===== src/rtl/mdio_pkg.sv =====
package mdio_pkg;
  localparam int ID_W      = 5;
  localparam int DATA_W    = 16;
  localparam int PRE_LEN   = 32;
  localparam int FRAME_LEN = PRE_LEN + 4 + 2 * ID_W + 2 + DATA_W;
  localparam int TA_POS    = PRE_LEN + 4 + 2 * ID_W;
  localparam int DATA_POS  = TA_POS + 2;
  localparam int IDX_W     = $clog2(FRAME_LEN);

  localparam logic [1:0] SOF_BITS = 2'b01;
  localparam logic [1:0] OP_READ  = 2'b10;
  localparam logic [1:0] OP_WRITE = 2'b01;
  localparam logic [1:0] TA_DRIVE = 2'b10;

  typedef enum logic [2:0] {
    RA_TARGET = 3'd0,
    RA_CMD    = 3'd1,
    RA_WDATA  = 3'd2,
    RA_RDATA  = 3'd3,
    RA_STATUS = 3'd4,
    RA_DIV    = 3'd5
  } reg_addr_e;
endpackage


===== src/rtl/mdio_clkgen.sv =====
module mdio_clkgen #(
  parameter int DIV_W = 8
) (
  input  logic             clk,
  input  logic             rst,
  input  logic [DIV_W-1:0] half_lim,
  output logic             mdc,
  output logic             rise_tk,
  output logic             fall_tk
);
  logic [DIV_W-1:0] cnt_q;
  logic             mdc_q;
  logic             hit;

  // a tick marks the cycle whose closing edge toggles the clock
  assign hit     = (cnt_q >= half_lim);
  assign rise_tk = hit && !mdc_q;
  assign fall_tk = hit && mdc_q;
  assign mdc     = mdc_q;

  always_ff @(posedge clk) begin
    if (rst) begin
      cnt_q <= '0;
      mdc_q <= 1'b0;
    end else if (hit) begin
      cnt_q <= '0;
      mdc_q <= ~mdc_q;
    end else begin
      cnt_q <= cnt_q + 1'b1;
    end
  end
endmodule


===== src/rtl/mdio_frame.sv =====
module mdio_frame import mdio_pkg::*; (
  input  logic              clk,
  input  logic              rst,
  input  logic              rise_tk,
  input  logic              fall_tk,
  input  logic              start,
  input  logic              start_rd,
  input  logic [ID_W-1:0]   phy_id,
  input  logic [ID_W-1:0]   reg_id,
  input  logic [DATA_W-1:0] wr_word,
  input  logic              mdio_i,
  output logic              mdio_o,
  output logic              mdio_oe,
  output logic              done,
  output logic              done_rd,
  output logic [DATA_W-1:0] rd_word
);
  logic [FRAME_LEN-1:0] sr_q;
  logic [IDX_W-1:0]     idx_q;
  logic [IDX_W:0]       idx_nxt;
  logic                 active_q, pend_q, is_rd_q;
  logic                 do_q, oe_q, done_q;
  logic [DATA_W-1:0]    cap_q;
  logic [FRAME_LEN-1:0] frame_img;

  always_comb begin
    frame_img = {{PRE_LEN{1'b1}}, SOF_BITS,
                 start_rd ? OP_READ : OP_WRITE,
                 phy_id, reg_id,
                 start_rd ? 2'b11 : TA_DRIVE,
                 start_rd ? {DATA_W{1'b0}} : wr_word};
  end

  assign idx_nxt = {1'b0, idx_q} + 1'b1;

  always_ff @(posedge clk) begin
    if (rst) begin
      sr_q     <= '0;
      idx_q    <= '0;
      active_q <= 1'b0;
      pend_q   <= 1'b0;
      is_rd_q  <= 1'b0;
      do_q     <= 1'b1;
      oe_q     <= 1'b0;
      done_q   <= 1'b0;
      cap_q    <= '0;
    end else begin
      done_q <= 1'b0;
      if (start) begin
        pend_q  <= 1'b1;
        is_rd_q <= start_rd;
        sr_q    <= frame_img;
      end
      if (fall_tk) begin
        if (pend_q) begin
          pend_q   <= 1'b0;
          active_q <= 1'b1;
          idx_q    <= '0;
          do_q     <= sr_q[FRAME_LEN-1];
          sr_q     <= {sr_q[FRAME_LEN-2:0], 1'b0};
          oe_q     <= 1'b1;
        end else if (active_q) begin
          if (idx_q == IDX_W'(FRAME_LEN - 1)) begin
            active_q <= 1'b0;
            oe_q     <= 1'b0;
            do_q     <= 1'b1;
            done_q   <= 1'b1;
          end else begin
            idx_q <= idx_nxt[IDX_W-1:0];
            do_q  <= sr_q[FRAME_LEN-1];
            sr_q  <= {sr_q[FRAME_LEN-2:0], 1'b0};
            oe_q  <= !(is_rd_q && (idx_nxt >= (IDX_W+1)'(TA_POS)));
          end
        end
      end
      if (rise_tk && active_q && is_rd_q && (idx_q >= IDX_W'(DATA_POS)))
        cap_q <= {cap_q[DATA_W-2:0], mdio_i};
    end
  end

  assign mdio_o  = do_q;
  assign mdio_oe = oe_q;
  assign done    = done_q;
  assign done_rd = done_q && is_rd_q;
  assign rd_word = cap_q;


  oe_on_fall_chk: assert property (@(posedge clk) disable iff (rst)
    !$stable(oe_q) |-> $past(fall_tk));

  data_on_fall_chk: assert property (@(posedge clk) disable iff (rst)
    !$stable(do_q) |-> $past(fall_tk));

  no_overlap_chk: assert property (@(posedge clk) disable iff (rst)
    start |-> (!active_q && !pend_q));
endmodule


===== src/rtl/mdio_regs.sv =====
module mdio_regs import mdio_pkg::*; #(
  parameter int               HOST_DW = 16,
  parameter int               DIV_W   = 8,
  parameter logic [DIV_W-1:0] DIV_RST = 9
) (
  input  logic               clk,
  input  logic               rst,
  input  logic               host_we,
  input  logic [2:0]         host_addr,
  input  logic [HOST_DW-1:0] host_wdata,
  output logic [HOST_DW-1:0] host_rdata,
  input  logic               frame_done,
  input  logic               frame_done_rd,
  input  logic [DATA_W-1:0]  rd_word,
  output logic               start,
  output logic               start_rd,
  output logic [ID_W-1:0]    phy_id,
  output logic [ID_W-1:0]    reg_id,
  output logic [DATA_W-1:0]  wr_word,
  output logic [DIV_W-1:0]   half_lim
);
  logic [ID_W-1:0]    phy_q, reg_q;
  logic [DATA_W-1:0]  wdat_q, rdat_q;
  logic [DIV_W-1:0]   div_q;
  logic               busy_q, nv_q, scan_q;
  logic [HOST_DW-1:0] rdata_q;
  logic               hit_tgt, hit_cmd, hit_wd, hit_div;
  logic               go_wr, go_rd, cmd_rd_ok, scan_rise;
  logic               unused_bits;

  assign hit_tgt = host_we && (host_addr == RA_TARGET);
  assign hit_cmd = host_we && (host_addr == RA_CMD);
  assign hit_wd  = host_we && (host_addr == RA_WDATA);
  assign hit_div = host_we && (host_addr == RA_DIV);

  // a write request outranks a read request in the same cycle
  assign go_wr     = !busy_q && hit_wd;
  assign cmd_rd_ok = !busy_q && !hit_wd && hit_cmd && host_wdata[0];
  assign go_rd     = !busy_q && !hit_wd && ((hit_cmd && host_wdata[0]) || scan_q);
  assign scan_rise = hit_cmd && host_wdata[1] && !scan_q;

  assign start    = go_wr || go_rd;
  assign start_rd = !go_wr;
  assign phy_id   = phy_q;
  assign reg_id   = reg_q;
  assign wr_word  = host_wdata[DATA_W-1:0];
  assign half_lim = div_q;

  assign unused_bits = ^{host_wdata[HOST_DW-1:13], host_wdata[7:5], wdat_q};

  always_ff @(posedge clk) begin
    if (rst) begin
      phy_q  <= '0;
      reg_q  <= '0;
      wdat_q <= '0;
      rdat_q <= '0;
      div_q  <= DIV_RST;
      busy_q <= 1'b0;
      nv_q   <= 1'b0;
      scan_q <= 1'b0;
    end else begin
      if (hit_tgt) begin
        phy_q <= host_wdata[8+ID_W-1:8];
        reg_q <= host_wdata[ID_W-1:0];
      end
      if (hit_wd)  wdat_q <= host_wdata[DATA_W-1:0];
      if (hit_div) div_q  <= host_wdata[DIV_W-1:0];
      if (hit_cmd) scan_q <= host_wdata[1];
      if (start)           busy_q <= 1'b1;
      else if (frame_done) busy_q <= 1'b0;
      if (frame_done_rd) begin
        rdat_q <= rd_word;
        nv_q   <= 1'b0;
      end
      if (cmd_rd_ok || scan_rise) nv_q <= 1'b1;
    end
  end

  always_ff @(posedge clk) begin
    if (rst) begin
      rdata_q <= '0;
    end else begin
      unique case (host_addr)
        RA_TARGET: rdata_q <= HOST_DW'({phy_q, 3'b000, reg_q});
        RA_CMD:    rdata_q <= HOST_DW'({scan_q, 1'b0});
        RA_WDATA:  rdata_q <= HOST_DW'(wdat_q);
        RA_RDATA:  rdata_q <= HOST_DW'(rdat_q);
        RA_STATUS: rdata_q <= HOST_DW'({nv_q, busy_q});
        RA_DIV:    rdata_q <= HOST_DW'(div_q);
        default:   rdata_q <= '0;
      endcase
    end
  end

  assign host_rdata = rdata_q;


  busy_end_chk: assert property (@(posedge clk) disable iff (rst)
    $fell(busy_q) |-> $past(frame_done));

  nv_clear_chk: assert property (@(posedge clk) disable iff (rst)
    $fell(nv_q) |-> $past(frame_done_rd));
endmodule


===== src/rtl/mdio_master.sv =====
module mdio_master import mdio_pkg::*; #(
  parameter int               HOST_DW = 16,
  parameter int               DIV_W   = 8,
  parameter logic [DIV_W-1:0] DIV_RST = 9
) (
  input  logic               clk,
  input  logic               rst,
  input  logic               host_we,
  input  logic [2:0]         host_addr,
  input  logic [HOST_DW-1:0] host_wdata,
  output logic [HOST_DW-1:0] host_rdata,
  output logic               mdc,
  output logic               mdio_o,
  output logic               mdio_oe,
  input  logic               mdio_i
);
  logic              rise_tk, fall_tk;
  logic              start, start_rd, done, done_rd;
  logic [ID_W-1:0]   phy_id, reg_id;
  logic [DATA_W-1:0] wr_word, rd_word;
  logic [DIV_W-1:0]  half_lim;

  mdio_regs #(.HOST_DW(HOST_DW), .DIV_W(DIV_W), .DIV_RST(DIV_RST)) u_regs (
    .clk(clk), .rst(rst),
    .host_we(host_we), .host_addr(host_addr),
    .host_wdata(host_wdata), .host_rdata(host_rdata),
    .frame_done(done), .frame_done_rd(done_rd), .rd_word(rd_word),
    .start(start), .start_rd(start_rd),
    .phy_id(phy_id), .reg_id(reg_id), .wr_word(wr_word),
    .half_lim(half_lim)
  );

  mdio_clkgen #(.DIV_W(DIV_W)) u_clkgen (
    .clk(clk), .rst(rst), .half_lim(half_lim),
    .mdc(mdc), .rise_tk(rise_tk), .fall_tk(fall_tk)
  );

  mdio_frame u_frame (
    .clk(clk), .rst(rst),
    .rise_tk(rise_tk), .fall_tk(fall_tk),
    .start(start), .start_rd(start_rd),
    .phy_id(phy_id), .reg_id(reg_id), .wr_word(wr_word),
    .mdio_i(mdio_i), .mdio_o(mdio_o), .mdio_oe(mdio_oe),
    .done(done), .done_rd(done_rd), .rd_word(rd_word)
  );
endmodule


===== config.mk =====
export PLATFORM = sky130hd
export DESIGN_NAME = mdio_master
export DESIGN_NICKNAME = d
export VERILOG_FILES = /design/src/rtl/mdio_pkg.sv /design/src/rtl/mdio_clkgen.sv /design/src/rtl/mdio_frame.sv /design/src/rtl/mdio_regs.sv /design/src/rtl/mdio_master.sv
export SDC_FILE = /design/constraint.sdc
export NUM_CORES = 1
export LEC_CHECK = 0
export CAP_MARGIN = 20
export CORE_ASPECT_RATIO = 1.75
export CORE_MARGIN = 3
export CORE_UTILIZATION = 40
export CTS_CLUSTER_SIZE = 30
export DETAILED_ROUTE_END_ITERATION = 12
export DONT_BUFFER_PORTS = 1
export PLACE_DENSITY = 0.59
export RECOVER_POWER = 25
export SLEW_MARGIN = 20
export SYNTH_ARGS = -nofsm -noshare
export SYNTH_HDL_FRONTEND = slang
export SYNTH_SLANG_ARGS = --single-unit

===== constraint.sdc =====
create_clock -name clk -period 3.5 [get_ports clk]
set_clock_uncertainty 0.05 [all_clocks]
set_input_delay 0 -clock clk [delete_from_list [all_inputs] [get_ports clk]]
set_output_delay 0 -clock clk [all_outputs]
set_load 0.01 [all_outputs]

## Word-level counts from Yosys, hierarchy flattened

Index checks and enable logic that the tools add are counted.

- Eq/ne operators: 7
- Reductions and logical operators: 36
- Bitwise gates (word level): 3
- Multiplexer cells: 29
- $add $sub $neg: 2
- Order comparisons: 3

Operators by type and width:

| operator | number |
|---|---|
| $mux W64 | 5 |
| $pmux W16 S6 | 1 |
| $logic_and A1 B1 Y1 | 19 |
| $mux W1 | 18 |
| $mux W6 | 3 |
| $mux W16 | 1 |
| $add A8 B1 Y8 const B | 1 |
| $ge A8 B8 Y1 | 1 |
| $add A6 B1 Y7 const B | 1 |
| $ge A7 B6 Y1 const B | 1 |
| $eq A3 B2 Y1 const B | 2 |
| $eq A3 B3 Y1 const B | 2 |
| $eq A6 B6 Y1 const B | 1 |
| $ge A6 B6 Y1 const B | 1 |
| $logic_not A1 Y1 | 6 |
| $reduce_bool A2 Y1 | 3 |
| $reduce_or A4 Y1 | 1 |
| $eq A3 B1 Y1 const B | 1 |
| $logic_not A3 Y1 | 1 |
| $logic_or A1 B1 Y1 | 3 |
| $not A1 Y1 | 3 |
| $reduce_and A3 Y1 | 1 |
| $mux W2 | 1 |
| $ne A2 B1 Y1 const B | 1 |
| 2 further kinds | 2 |

- Logic and storage cells: 100
- Bits of input ports: 23
- Output and inout bits: 19
- Register bits after elaboration: 170

## Depth between registers and ports, before layout

Gate-level depths: netlist of run 1.

- Word-level depth: 11
- Depth in mapped cells: 10
- Depth with buffers taken out: 7

## Cells and area by module

From an unflattened synthesis of run 1, not the netlist that was laid out.

- Cells, all modules: 839
- Area total of the unflattened synthesis: 7280.7 um^2

By module, submodules not included:

| module | cells an instance | sequential area each (um^2) | instances | area an instance (um^2) |
|---|---|---|---|---|
| mdio_frame | 439 | 1841.8 | 1 | 3712.3 |
| mdio_regs | 328 | 1381.3 | 1 | 2936.6 |
| mdio_clkgen | 72 | 180.2 | 1 | 631.9 |

## Worst setup path after synthesis of run 1

OpenSTA, ideal clock, no wires.

- Path type: flip-flop to flip-flop
- From: register u_clkgen.cnt_q[0]
- To: register u_frame.cap_q[2], in the netlist u_frame.rd_word[2]
- Buffers on the path: 2
- Library setup time: 0.072 ns
- Data required time: 3.378 ns
- Period minus slack after synthesis: 2.115 ns
- Path slack: 1.385 ns
- Arrival: 1.993 ns
- Cell stages (with the launch flop): 10
- Cells stage by stage: dfxtp_1 -> inv_1 -> ha_1 -> nand2b_1 -> a2111oi_2 -> o31a_1 -> buf_6 -> nor3_4 -> buf_12 -> mux2i_1

- Word-level cells in the longest chain between the ends: 5

Ends and longest elaborated chain:

| item | RTL line | text |
|---|---|---|
| from (decl) | mdio_clkgen.sv:11 | `logic [DIV_W-1:0] cnt_q;` |
| from (signal assigned) | mdio_clkgen.sv:29 | `cnt_q <= cnt_q + 1'b1;` |
| $ge A8 B8 Y1 | mdio_clkgen.sv:16 | `assign hit = (cnt_q >= half_lim);` |
| $logic_and A1 B1 Y1 | mdio_clkgen.sv:17 | `assign rise_tk = hit && !mdc_q;` |
| $logic_and A1 B1 Y1 (3 in series) | mdio_frame.sv:76 | `if (rise_tk && active_q && is_rd_q && (idx_q >= IDX_W'(DATA_POS)))` |
| to (signal assigned) | mdio_frame.sv:77 | `cap_q <= {cap_q[DATA_W-2:0], mdio_i};` |
| to (decl) | mdio_frame.sv:23 | `logic [DATA_W-1:0] cap_q;` |

No other way between the ends.
A chain may end at the register's enable or synchronous reset.

## Worst setup path after layout of run 1

- From: register u_clkgen.cnt_q[0]
- To: register u_frame.pend_q

- Word-level cells in the longest chain between the ends: 3

Ends and longest elaborated chain:

| item | RTL line | text |
|---|---|---|
| $ge A8 B8 Y1 | mdio_clkgen.sv:16 |  |
| $logic_and A1 B1 Y1 | mdio_clkgen.sv:18 | `assign fall_tk = hit && mdc_q;` |
| $mux W1 | mdio_frame.sv:54 | `if (fall_tk) begin` |
| to (signal assigned) | mdio_frame.sv:41 | `pend_q <= 1'b0;` |
| to (signal assigned) | mdio_frame.sv:50 | `pend_q <= 1'b1;` |
| to (signal assigned) | mdio_frame.sv:56 | `pend_q <= 1'b0;` |
| to (decl) | mdio_frame.sv:21 | `logic active_q, pend_q, is_rd_q;` |

No other way between the ends.

==> results.json, run 1 <==
{
  "grt_pass1_vias": 5297,
  "die_area_mm2": 0.0191,
  "syn_nets": 792,
  "clock_latency_ns": 0.43,
  "hold_class": "input pin to flop",
  "drv_cap": 0,
  "grt-ovfl-total": 0,
  "path_delay_family": "compound AO/OA/AOI/OAI gates",
  "worstRegToRegCells": 8,
  "num_vias": 5416,
  "path_class": "flop to flop",
  "clkSlewWorstSetupHoldPaths_ns": 0.07,
  "async_reset_ff_share_pct": 0,
  "post-route-period-util_pct": 86.7,
  "die_y_um": 181,
  "start_util_pct": 41.0,
  "p_total_mw": 4.25,
  "drtIter0Drc": 297,
  "period_needed_ns": 3.03,
  "worstPathRequired_ns": 3.81,
  "synth_common_cells": "dfxtp_1 (170), nand2_1 (126), a21oi_1 (76), o2bb2ai_1 (63), nor2_1 (62)",
  "drive_gt1_share_pct": 6.48,
  "coreArea_mm2": 0.0170,
  "critical-path-max-stage-delay_ns": 0.69,
  "post_cts_buffers": 0,
  "drv_slew": 0,
  "dpl.hpwl_mm": 10.7,
  "fmax_mhz": 330,
  "gp_congestion": 0.837,
  "cts_buffers": 17,
  "postCtsHoldBufs": 33,
  "cp-end-kind": "flop",
  "synth_top_area_share_pct": 48.8,
  "setup_violations": 0,
  "slowest_stage": "o31a_1",
  "syn-cell-area_mm2": 0.00698,
  "synth.most_common_cell": "dfxtp_1",
  "die_x_um": 106,
  "synth_cell_types": 54,
  "fin_ws_ns": 0.466,
  "cp.buffers_inverters": 2,
  "ant_nets": 0,
  "cts_root_buffer": "clkbuf_16",
  "status": "complete, no violations",
  "syn_inst": 758,
  "yosysWarnings": 0,
  "rsz0062_at_grt": "no",
  "ys.flop_type": "dfxtp_1",
  "critical_path_depth": 8,
  "dr.pass1.iters": 4,
  "fin_tns_setup_ns": 0,
  "worstMarginPinSlew_ns": 1.05,
  "vdd_drop_max_mv": 0.308,
  "grt_first_pass_wirelength_mm": 27.3,
  "slew_headroom_pct": 29.9,
  "drc": 0,
  "routed_wl_mm": 16.4,
  "wl_per_cell_um": 16.4,
  "cp_cell_sequence": "inv_1 > ha_1 > nand2b_1 > a2111oi_2 > o31a_1 > o21ai_0 > a21oi_1 > dlygate4sd3_1",
  "io_pins": 42,
  "worstSetupStartpointType": "flop",
  "track_usage_pct": 17.7,
  "seq_area_frac_synth_pct": 48.8,
  "via_per_inst": 5.41,
  "portBuffers": 0,
  "cts.path.max_buffers": 2,
  "crit_arrival_ns": 3.35,
  "hold_depth": 4,
  "cts.sink_count": 170,
  "power_per_cell_area_mw_per_mm2": 536,
  "grt_max_degree": 78,
  "final_nets": 793,
  "cts_resized": 0,
  "rows": 63,
  "ys_ff_latch": 170,
  "htreeDepth": 4,
  "cp_max_fo": 17,
  "syn_to_final_growth_pct": 13.8,
  "p_leak_nw": 2.74,
  "syn_avg_cell_area_um2": 9.20,
  "antenna_found_initial": 5,
  "pre_cts_ws_ns": 0.628,
  "ys_top_cells_by_area": "dfxtp_1 (49%), o2bb2ai_1 (7.9%), nand2_1 (6.8%)",
  "yosys.area.top_type": "dfxtp_1",
  "cts_tree": "done",
  "hold_violations": 0,
  "synth_edf_count": 0
}
per-layer routing:
| layer | vias to the layer above | part of all wire [%] | track usage (%) |
|---|---|---|---|
| met4 | 6 | 3.4 | 8.71 |
| met2 | 127 | 51 | 30.0 |
| met3 | 47 | 4.7 | 4.72 |
| met5 | - | 0.20 | 0 |
| met1 | 2559 | 41 | 20.3 |
| li1 | 2677 | - | - |
cells by family after synthesis:
kind of cell,count (synthesis),share of synthesized area [%]
xor+xnor,6,0.753
simple gates,256,16.2
buf+inv,72,5.81
flops,170,48.8
fa+ha+maj,11,1.97
compound gates,202,20.6
mux,41,5.88
tightest hold or removal path, stage by stage:
cell     delay, ns
nor3b_2       0.03
nor2b_1       0.25
nand2_1       0.12
a21oi_1       0.05
cell usage in the layout, fill, tap and decap left out, types with 7 or more instances in the layout:
cell	instances
nor3_1	16
o21ai_0	7
o2bb2ai_1	63
nand2_1	127
mux2i_1	41
ha_1	11
nand3_1	14
a22oi_1	20
nor2_1	62
inv_1	15
dlygate4sd3_1	32
dfxtp_1	170
clkbuf_16	17
a21oi_1	76
through the flow:
step	hold WS (ns)	area (um^2)	util (%)	std cells
2_1_floorplan	0.0834	6980	-	758
3_3_place_gp	0.0288	6960	40.9	934
3_5_place_dp	0.0308	6960	40.9	934
4_1_cts	0.00447	7940	46.6	999
5_1_grt	0.0409	7940	46.6	1001
6_report	0.0191	7940	46.6	1001
worst paths after layout:
check	endpoint	start	slack [ns]
max	u_frame.pend_q	u_clkgen.cnt_q[0]	0.47
min	u_regs.reg_id[4]	host_addr[2]	0.02
max reg2reg	u_frame.pend_q	u_clkgen.cnt_q[0]	0.47
min reg2reg	u_frame.mdio_o	u_frame.sr_q[63]	0.40
power breakdown:
| group | leakage, nW | switching [mW] | internal (mW) |
|---|---|---|---|
| Combinational | 1.05 | 0.139 | 0.0876 |
| Clock | 0.313 | 0.821 | 1.18 |
| Sequential | 1.38 | 0.0376 | 1.98 |
| Total | 2.74 | 0.998 | 3.26 |
layout make-up:
class,instances,area (um^2)
repair buffers,38,385
clock inverters,13,179
well taps,227,284
flip-flops and latches,170,3400
multi-input cells,516,3170
fillers,1658,9090
inverters,16,60.1
clock buffers,19,453
diodes,2,5.00
flip-flops by register name (all words and copies together), names as in the netlist, 5 cells and up:
name,flops
u_regs.reg_id,5
u_regs.rdat_q,16
u_clkgen.cnt_q,8
u_frame.idx_q,6
u_frame.rd_word,16
u_regs.host_rdata,16
u_regs.wdat_q,16
u_regs.half_lim,8
u_regs.phy_id,5
u_frame.sr_q,64
(Power assumes the default switching activity.)
==> run 2, diff against run 1 <==
- CTS_CLUSTER_DIAMETER: unset -> 80
- clock period: 3.5 -> 2.9 ns (I/O delays scaled with it)
==> run 2 against run 1 <==
Net effect:
- register-to-register slack lost 0.22 ns
- core utilization shrank 0.29 points
- total power grew 15%
- cell area shrank 0.63%
- combinational power grew 25%
- first-iteration DRC count grew 9.4%
- non-clock buffer count shrank 1
- global-route usage shrank 0.19 points
- sequential share of layout area grew 0.29 points
- sequential cell count is the same
- critical path depth grew 1
- largest cell class unchanged
==> results.json, run 2 (synthesis results as in run 1) <==
{
  "largest_reg_flops": 64,
  "mostFrequentLayoutCell": "dfxtp_1",
  "ant_nets": 0,
  "r2r_end": "u_frame.idx_q[3]",
  "final_nets": 792,
  "start_util_pct": 41.0,
  "drive_gt1_share_pct": 6.74,
  "portBuffers": 0,
  "grt_max_degree": 78,
  "die_area_mm2": 0.0191,
  "cts.path.max_buffers": 2,
  "rsz0062_at_grt": "no",
  "power_per_cell_area_mw_per_mm2": 622,
  "p_total_mw": 4.91,
  "clock_latency_ns": 0.42,
  "setup_violations": 0,
  "path_class": "flop to flop",
  "endpoint": "u_frame.idx_q[3]",
  "rows": 63,
  "reg2reg_slack_ns": 0.25,
  "drv_slew": 0,
  "hold_violations": 0,
  "fmax_mhz": 377,
  "grt_pass1_vias": 5391,
  "clock_power_share_pct": 44.5,
  "antenna_found_initial": 2,
  "cp-end-kind": "flop",
  "crit_arrival_ns": 2.96,
  "die_y_um": 181,
  "worstRegToRegCells": 9,
  "cp_max_fo": 14,
  "power_switching_mw": 1.20,
  "regMostFlops": "u_frame.sr_q",
  "drc": 0,
  "dpl.hpwl_mm": 10.7,
  "vdd_drop_max_mv": 0.482,
  "gp_congestion": 0.801,
  "slew_headroom_pct": 30.7,
  "syn_to_final_growth_pct": 13.1,
  "cts_root_buffer": "clkbuf_16",
  "numPlacedInstances": 936,
  "critPathLaunch": "u_clkgen.cnt_q[0]",
  "grt-ovfl-total": 0,
  "dr.pass1.iters": 5,
  "worstMarginPinSlew_ns": 1.04,
  "period_needed_ns": 2.65,
  "layout_common_cells": "dfxtp_1 (169), nand2_1 (126), a21oi_1 (76)",
  "p_int_mw": 3.71,
  "coreArea_mm2": 0.0170,
  "grt_first_pass_wirelength_mm": 27.2,
  "hold_class": "input pin to flop",
  "post-route-period-util_pct": 91.4,
  "cts_buffers": 17,
  "power.combinational.fraction_pct": 5.8,
  "whs_ns": 0.00532,
  "die_x_um": 106,
  "swShare_pct": 24.4,
  "track_usage_pct": 17.5,
  "worstPathRequired_ns": 3.21,
  "routed_wl_mm": 16.3,
  "htreeDepth": 4,
  "wl_per_cell_um": 16.3,
  "io_pins": 42,
  "place_area_mm2": 0.00699,
  "design_area_mm2": 0.00789,
  "worstSetupStartpointType": "flop",
  "fin_tns_setup_ns": 0,
  "clkSlewWorstSetupHoldPaths_ns": 0.07,
  "p_leak_nw": 2.70,
  "sequentialPowerShare_pct": 49.7,
  "num_vias": 5442,
  "cts.sink_count": 170,
  "post_cts_buffers": 0,
  "status": "complete, no violations",
  "via_per_inst": 5.44,
  "reg2reg_from": "u_clkgen.cnt_q[0]",
  "cts_tree": "done",
  "fin_cells": 1001,
  "drtIter0Drc": 325,
  "drv_cap": 0
}
[run 2: cell count changes in the layout (fill, tap and decap cells not counted), moves of 2 or more]
cell	delta
bufinv_16	-2
clkbuf_8	-2
dlygate4sd3_1	-4
clkinvlp_4	+3
[run 2: worst max-delay path, cell delays in order, from the launching register on]
cell and delay (ns):
dfxtp_2 0.37, inv_1 0.05, ha_1 0.26, nand2b_1 0.17
a2111oi_4 0.37, o31a_1 0.34, buf_6 0.21, o31ai_1 0.09
a21oi_1 0.13, dlygate4sd3_1 0.55
[run 2: worst min path at each step]
stage          slack [ns]  depth (start not counted)                to          start
6_report            0.005                          3  u_regs.wdat_q[8]   host_addr[1]
5_1_grt              0.03                          3  u_regs.wdat_q[8]   host_addr[1]
4_1_cts            0.0002                          3  u_regs.wdat_q[6]   host_addr[1]
3_5_place_dp         0.03                          1  u_frame.idx_q[5]            rst
3_3_place_gp         0.03                          1  u_frame.idx_q[5]            rst
2_1_floorplan        0.08                          2   u_frame.sr_q[0]  host_wdata[0]
[run 2: through the flow]
| stage | utilization (%) | setup WS [ns] |
|---|---|---|
| 2_1_floorplan | - | 0.785 |
| 3_3_place_gp | 41.0 | 0.385 |
| 3_5_place_dp | 41.0 | 0.317 |
| 4_1_cts | 46.2 | 0.0902 |
| 5_1_grt | 46.3 | 0.0461 |
| 6_report | 46.3 | 0.250 |
[run 2: timing repair]
item | CTS | global route
hold buffers | 30 | 0
setup endpoints to repair | 0 | 3
hold endpoints to repair | 106 | 0
gates resized for setup | 0 | 4
[run 2: metal layers]
metal / part of all wire [%] / global-route usage (%) / vias to the layer above
met2: 51 / 30.3 / 125
met4: 3.1 / 7.88 / 0
met1: 42 / 20.3 / 2599
met5: 0 / 0 / -
met3: 4.5 / 3.97 / 37
li1: - / - / 2681
[run 2: area by class of cell]
type / instances / area [um^2]
repair buffers: 37 / 389
fillers: 1635 / 9140
inverters: 16 / 60.1
clock buffers: 18 / 429
clock inverters: 14 / 135
diodes: 3 / 7.51
multi-input cells: 516 / 3180
well taps: 227 / 284
flip-flops and latches: 170 / 3400
[run 2: power by group through the flow]
stage          combinational (mW)  sequential [mW]  clock (mW)
5_1_grt                     0.317             2.45        2.33
6_report                    0.283             2.44        2.18
4_1_cts                     0.276             2.44        2.24
2_1_floorplan               0.205             2.48           0
3_3_place_gp                0.196             2.49           0
3_5_place_dp                0.203             2.49           0
==> run 3, diff against run 2 <==
--- a/config.mk
+++ b/config.mk
@@ -14,7 +14,6 @@
 export DETAILED_ROUTE_END_ITERATION = 12
 export DONT_BUFFER_PORTS = 1
-export PLACE_DENSITY = 0.59
+export PLACE_DENSITY = 0.61
 export RECOVER_POWER = 25
-export SLEW_MARGIN = 20
 export SYNTH_ARGS = -nofsm -noshare
 export SYNTH_HDL_FRONTEND = slang
==> constraint.sdc (replaced) <==
create_clock -name clk -period 2.2 [get_ports clk]
set_clock_uncertainty 0.05 [all_clocks]
set_input_delay 0 -clock clk [delete_from_list [all_inputs] [get_ports clk]]
set_output_delay 0 -clock clk [all_outputs]
set_load 0.1 [all_outputs]
==> run 3 against run 2 <==
Net effect:
- the run now ends with negative setup slack left
- worst hold slack improved by 0.012 ns
- combinational power rose by 83%
- fmax rose by 20%
- total power rose by 36%
- sequential share of layout area fell by 4.0 points
- sequential cell count did not move
- die area did not move
- cell area rose by 11%
- largest cell class is now multi-input gates
==> results.json, run 3 (synthesis results as in run 1) <==
{
  "reg2reg_slack_ns": -0.005,
  "cts_buffers": 17,
  "portBuffers": 0,
  "multi_input_area_mm2": 0.00346,
  "layout_common_cells": "dfxtp_1 (159), nand2_1 (127), a21oi_1 (74)",
  "vdd_drop_max_mv": 0.484,
  "critical-path-max-stage-delay_ns": 0.34,
  "grt_first_pass_wirelength_mm": 27.7,
  "worstRegToRegCells": 11,
  "die_x_um": 106,
  "htreeDepth": 4,
  "period_needed_ns": 2.20,
  "via_per_inst": 5.43,
  "worstSetupStartpointType": "flop",
  "gp_congestion": 0.816,
  "hold_class": "input pin to flop",
  "hold_path_startpoint": "host_addr[1]",
  "cp-end-kind": "flop",
  "drv_cap": 0,
  "track_usage_pct": 17.8,
  "wl_per_cell_um": 17.2,
  "power_per_cell_area_mw_per_mm2": 765,
  "cts.sink_count": 170,
  "cp_cell_sequence": "inv_2 > ha_4 > nand2b_4 > a2111oi_4 > o31a_1 > buf_6 > buf_6 > o21ai_4 > clkbuf_16 > buf_12 > o2bb2ai_1",
  "top_layer_used": "met5",
  "num_vias": 5680,
  "fmax_mhz": 454,
  "p_total_mw": 6.69,
  "crit_arrival_ns": 2.49,
  "drt-met1-wl_mm": 6.91,
  "routed_wl_mm": 18.0,
  "clock_latency_ns": 0.42,
  "path_class": "flop to flop",
  "ant_nets": 0,
  "die_area_mm2": 0.0191,
  "regMostFlops": "u_frame.sr_q",
  "fin_cells": 1047,
  "coreArea_mm2": 0.0170,
  "dr.pass1.iters": 5,
  "largest_reg_flops": 64,
  "fin_tns_setup_ns": -0.00452,
  "hold_violations": 0,
  "rsz0062_at_grt": "yes",
  "syn_to_final_growth_pct": 25.3,
  "place_area_mm2": 0.00736,
  "die_y_um": 181,
  "status": "finished, violations left",
  "pre_cts_ws_ns": -0.231,
  "io_pins": 42,
  "wl_met2_mm": 9.85,
  "cp_max_fo": 6,
  "antenna_found_initial": 3,
  "postLayoutCoreUtil_pct": 51.4,
  "drc": 0,
  "clkSlewWorstSetupHoldPaths_ns": 0.07,
  "dpl.hpwl_mm": 11.6,
  "numPlacedInstances": 976,
  "reg2reg_from": "u_clkgen.cnt_q[0]",
  "design_area_mm2": 0.00874,
  "fillerInstances": 1601,
  "slew_headroom_pct": 19.8,
  "whs_ns": 0.0173,
  "start_util_pct": 41.0,
  "r2r_end": "u_frame.sr_q[9]",
  "cts_root_buffer": "clkbuf_16",
  "final_nets": 841,
  "antenna_cells": 0,
  "drv_slew": 0,
  "drive_gt1_share_pct": 17.7,
  "slowest_stage": "dfxtp_2",
  "whs_endpoint": "u_regs.nv_q",
  "grt-ovfl-total": 0,
  "worstMarginPinSlew_ns": 1.20,
  "hold_depth": 3,
  "mostFrequentLayoutCell": "dfxtp_1",
  "fin_ws_ns": -0.00452,
  "rows": 63,
  "p_leak_nw": 3.09,
  "violations": "negative setup slack",
  "register_area_mm2": 0.00342,
  "cts_tree": "done",
  "grt_max_degree": 78,
  "worstPathRequired_ns": 2.49,
  "setup_violations": 1,
  "drtIter0Drc": 374,
  "post-route-period-util_pct": 100,
  "crit_top_cell": "buf_6",
  "grt_pass1_vias": 5615,
  "wl_met3_um": 712,
  "cts.path.max_buffers": 2
}
[run 3: cell count changes in the layout (fill, tap and decap cells not counted), sizes merged]
| cell | before | now |
|---|---|---|
| buf | 8 | 48 |
| bufinv | 1 | 0 |
| clkbuf | 18 | 32 |
| clkdlybuf4s25 | 0 | 1 |
| clkinv | 5 | 7 |
| clkinvlp | 3 | 0 |
| diode | 3 | 0 |
| dlygate4sd3 | 28 | 22 |
| inv | 21 | 23 |
[run 3: final cells by class]
cell class                      count  share of cell area, %
Sequential cell                   170                   39.1
Timing Repair Buffer               86                   10.6
Inverter                           16                  0.687
Tap cell                          227                   3.25
Clock buffer                       18                   5.02
Clock inverter                     14                   1.69
Multi-Input combinational cell    516                   39.6
[run 3: timing repair]
action / in CTS / in global routing
pin swaps: 4 / 10
hold buffers: 25 / 0
buffers inserted: 4 / 2
hold endpoints to repair: 103 / 0
cloned: 0 / 8
setup endpoints to repair: 83 / 68
gates resized for setup: 5 / 55
[run 3: per-layer routing]
layer / global-route usage (%) / vias to the layer above
li1: - / 2776
met1: 19.3 / 2738
met2: 32.5 / 121
met3: 4.36 / 41
met4: 7.47 / 4
met5: 0 / -
[run 3: how the worst max path moves through the flow]
stage,start,slack (ns),end,cells after the start
after floorplan,u_clkgen.mdc,0.08,u_frame.sr_q[10],4
after global placement,u_regs.half_lim[7],-0.13,u_frame.rd_word[10],6
after detailed placement,u_regs.half_lim[7],-0.23,u_frame.rd_word[10],6
after CTS,u_regs.half_lim[5],0.002,u_frame.idx_q[0],8
after global routing,u_clkgen.cnt_q[0],-0.07,u_frame.sr_q[9],11
final,u_clkgen.cnt_q[0],-0.005,u_frame.sr_q[9],11
[run 3: power by group]
group | internal (mW) | total [mW] | leakage [nW] | switching [mW]
registers | 3.16 | 3.23 | 1.38 | 0.0766
logic | 0.231 | 0.518 | 1.42 | 0.287
clock network | 1.55 | 2.94 | 0.289 | 1.39
total | 4.93 | 6.69 | 3.09 | 1.75
[run 3: critical path: cells and delay by family (launching register included)]
| kind | cells | cell delay (ns) |
|---|---|---|
| AOI/OAI and AO/OA | 4 | 0.79 |
| adders and majority gates | 1 | 0.20 |
| buffers and inverters | 5 | 0.60 |
| DFF | 1 | 0.34 |
| and+or+nand+nor | 1 | 0.14 |
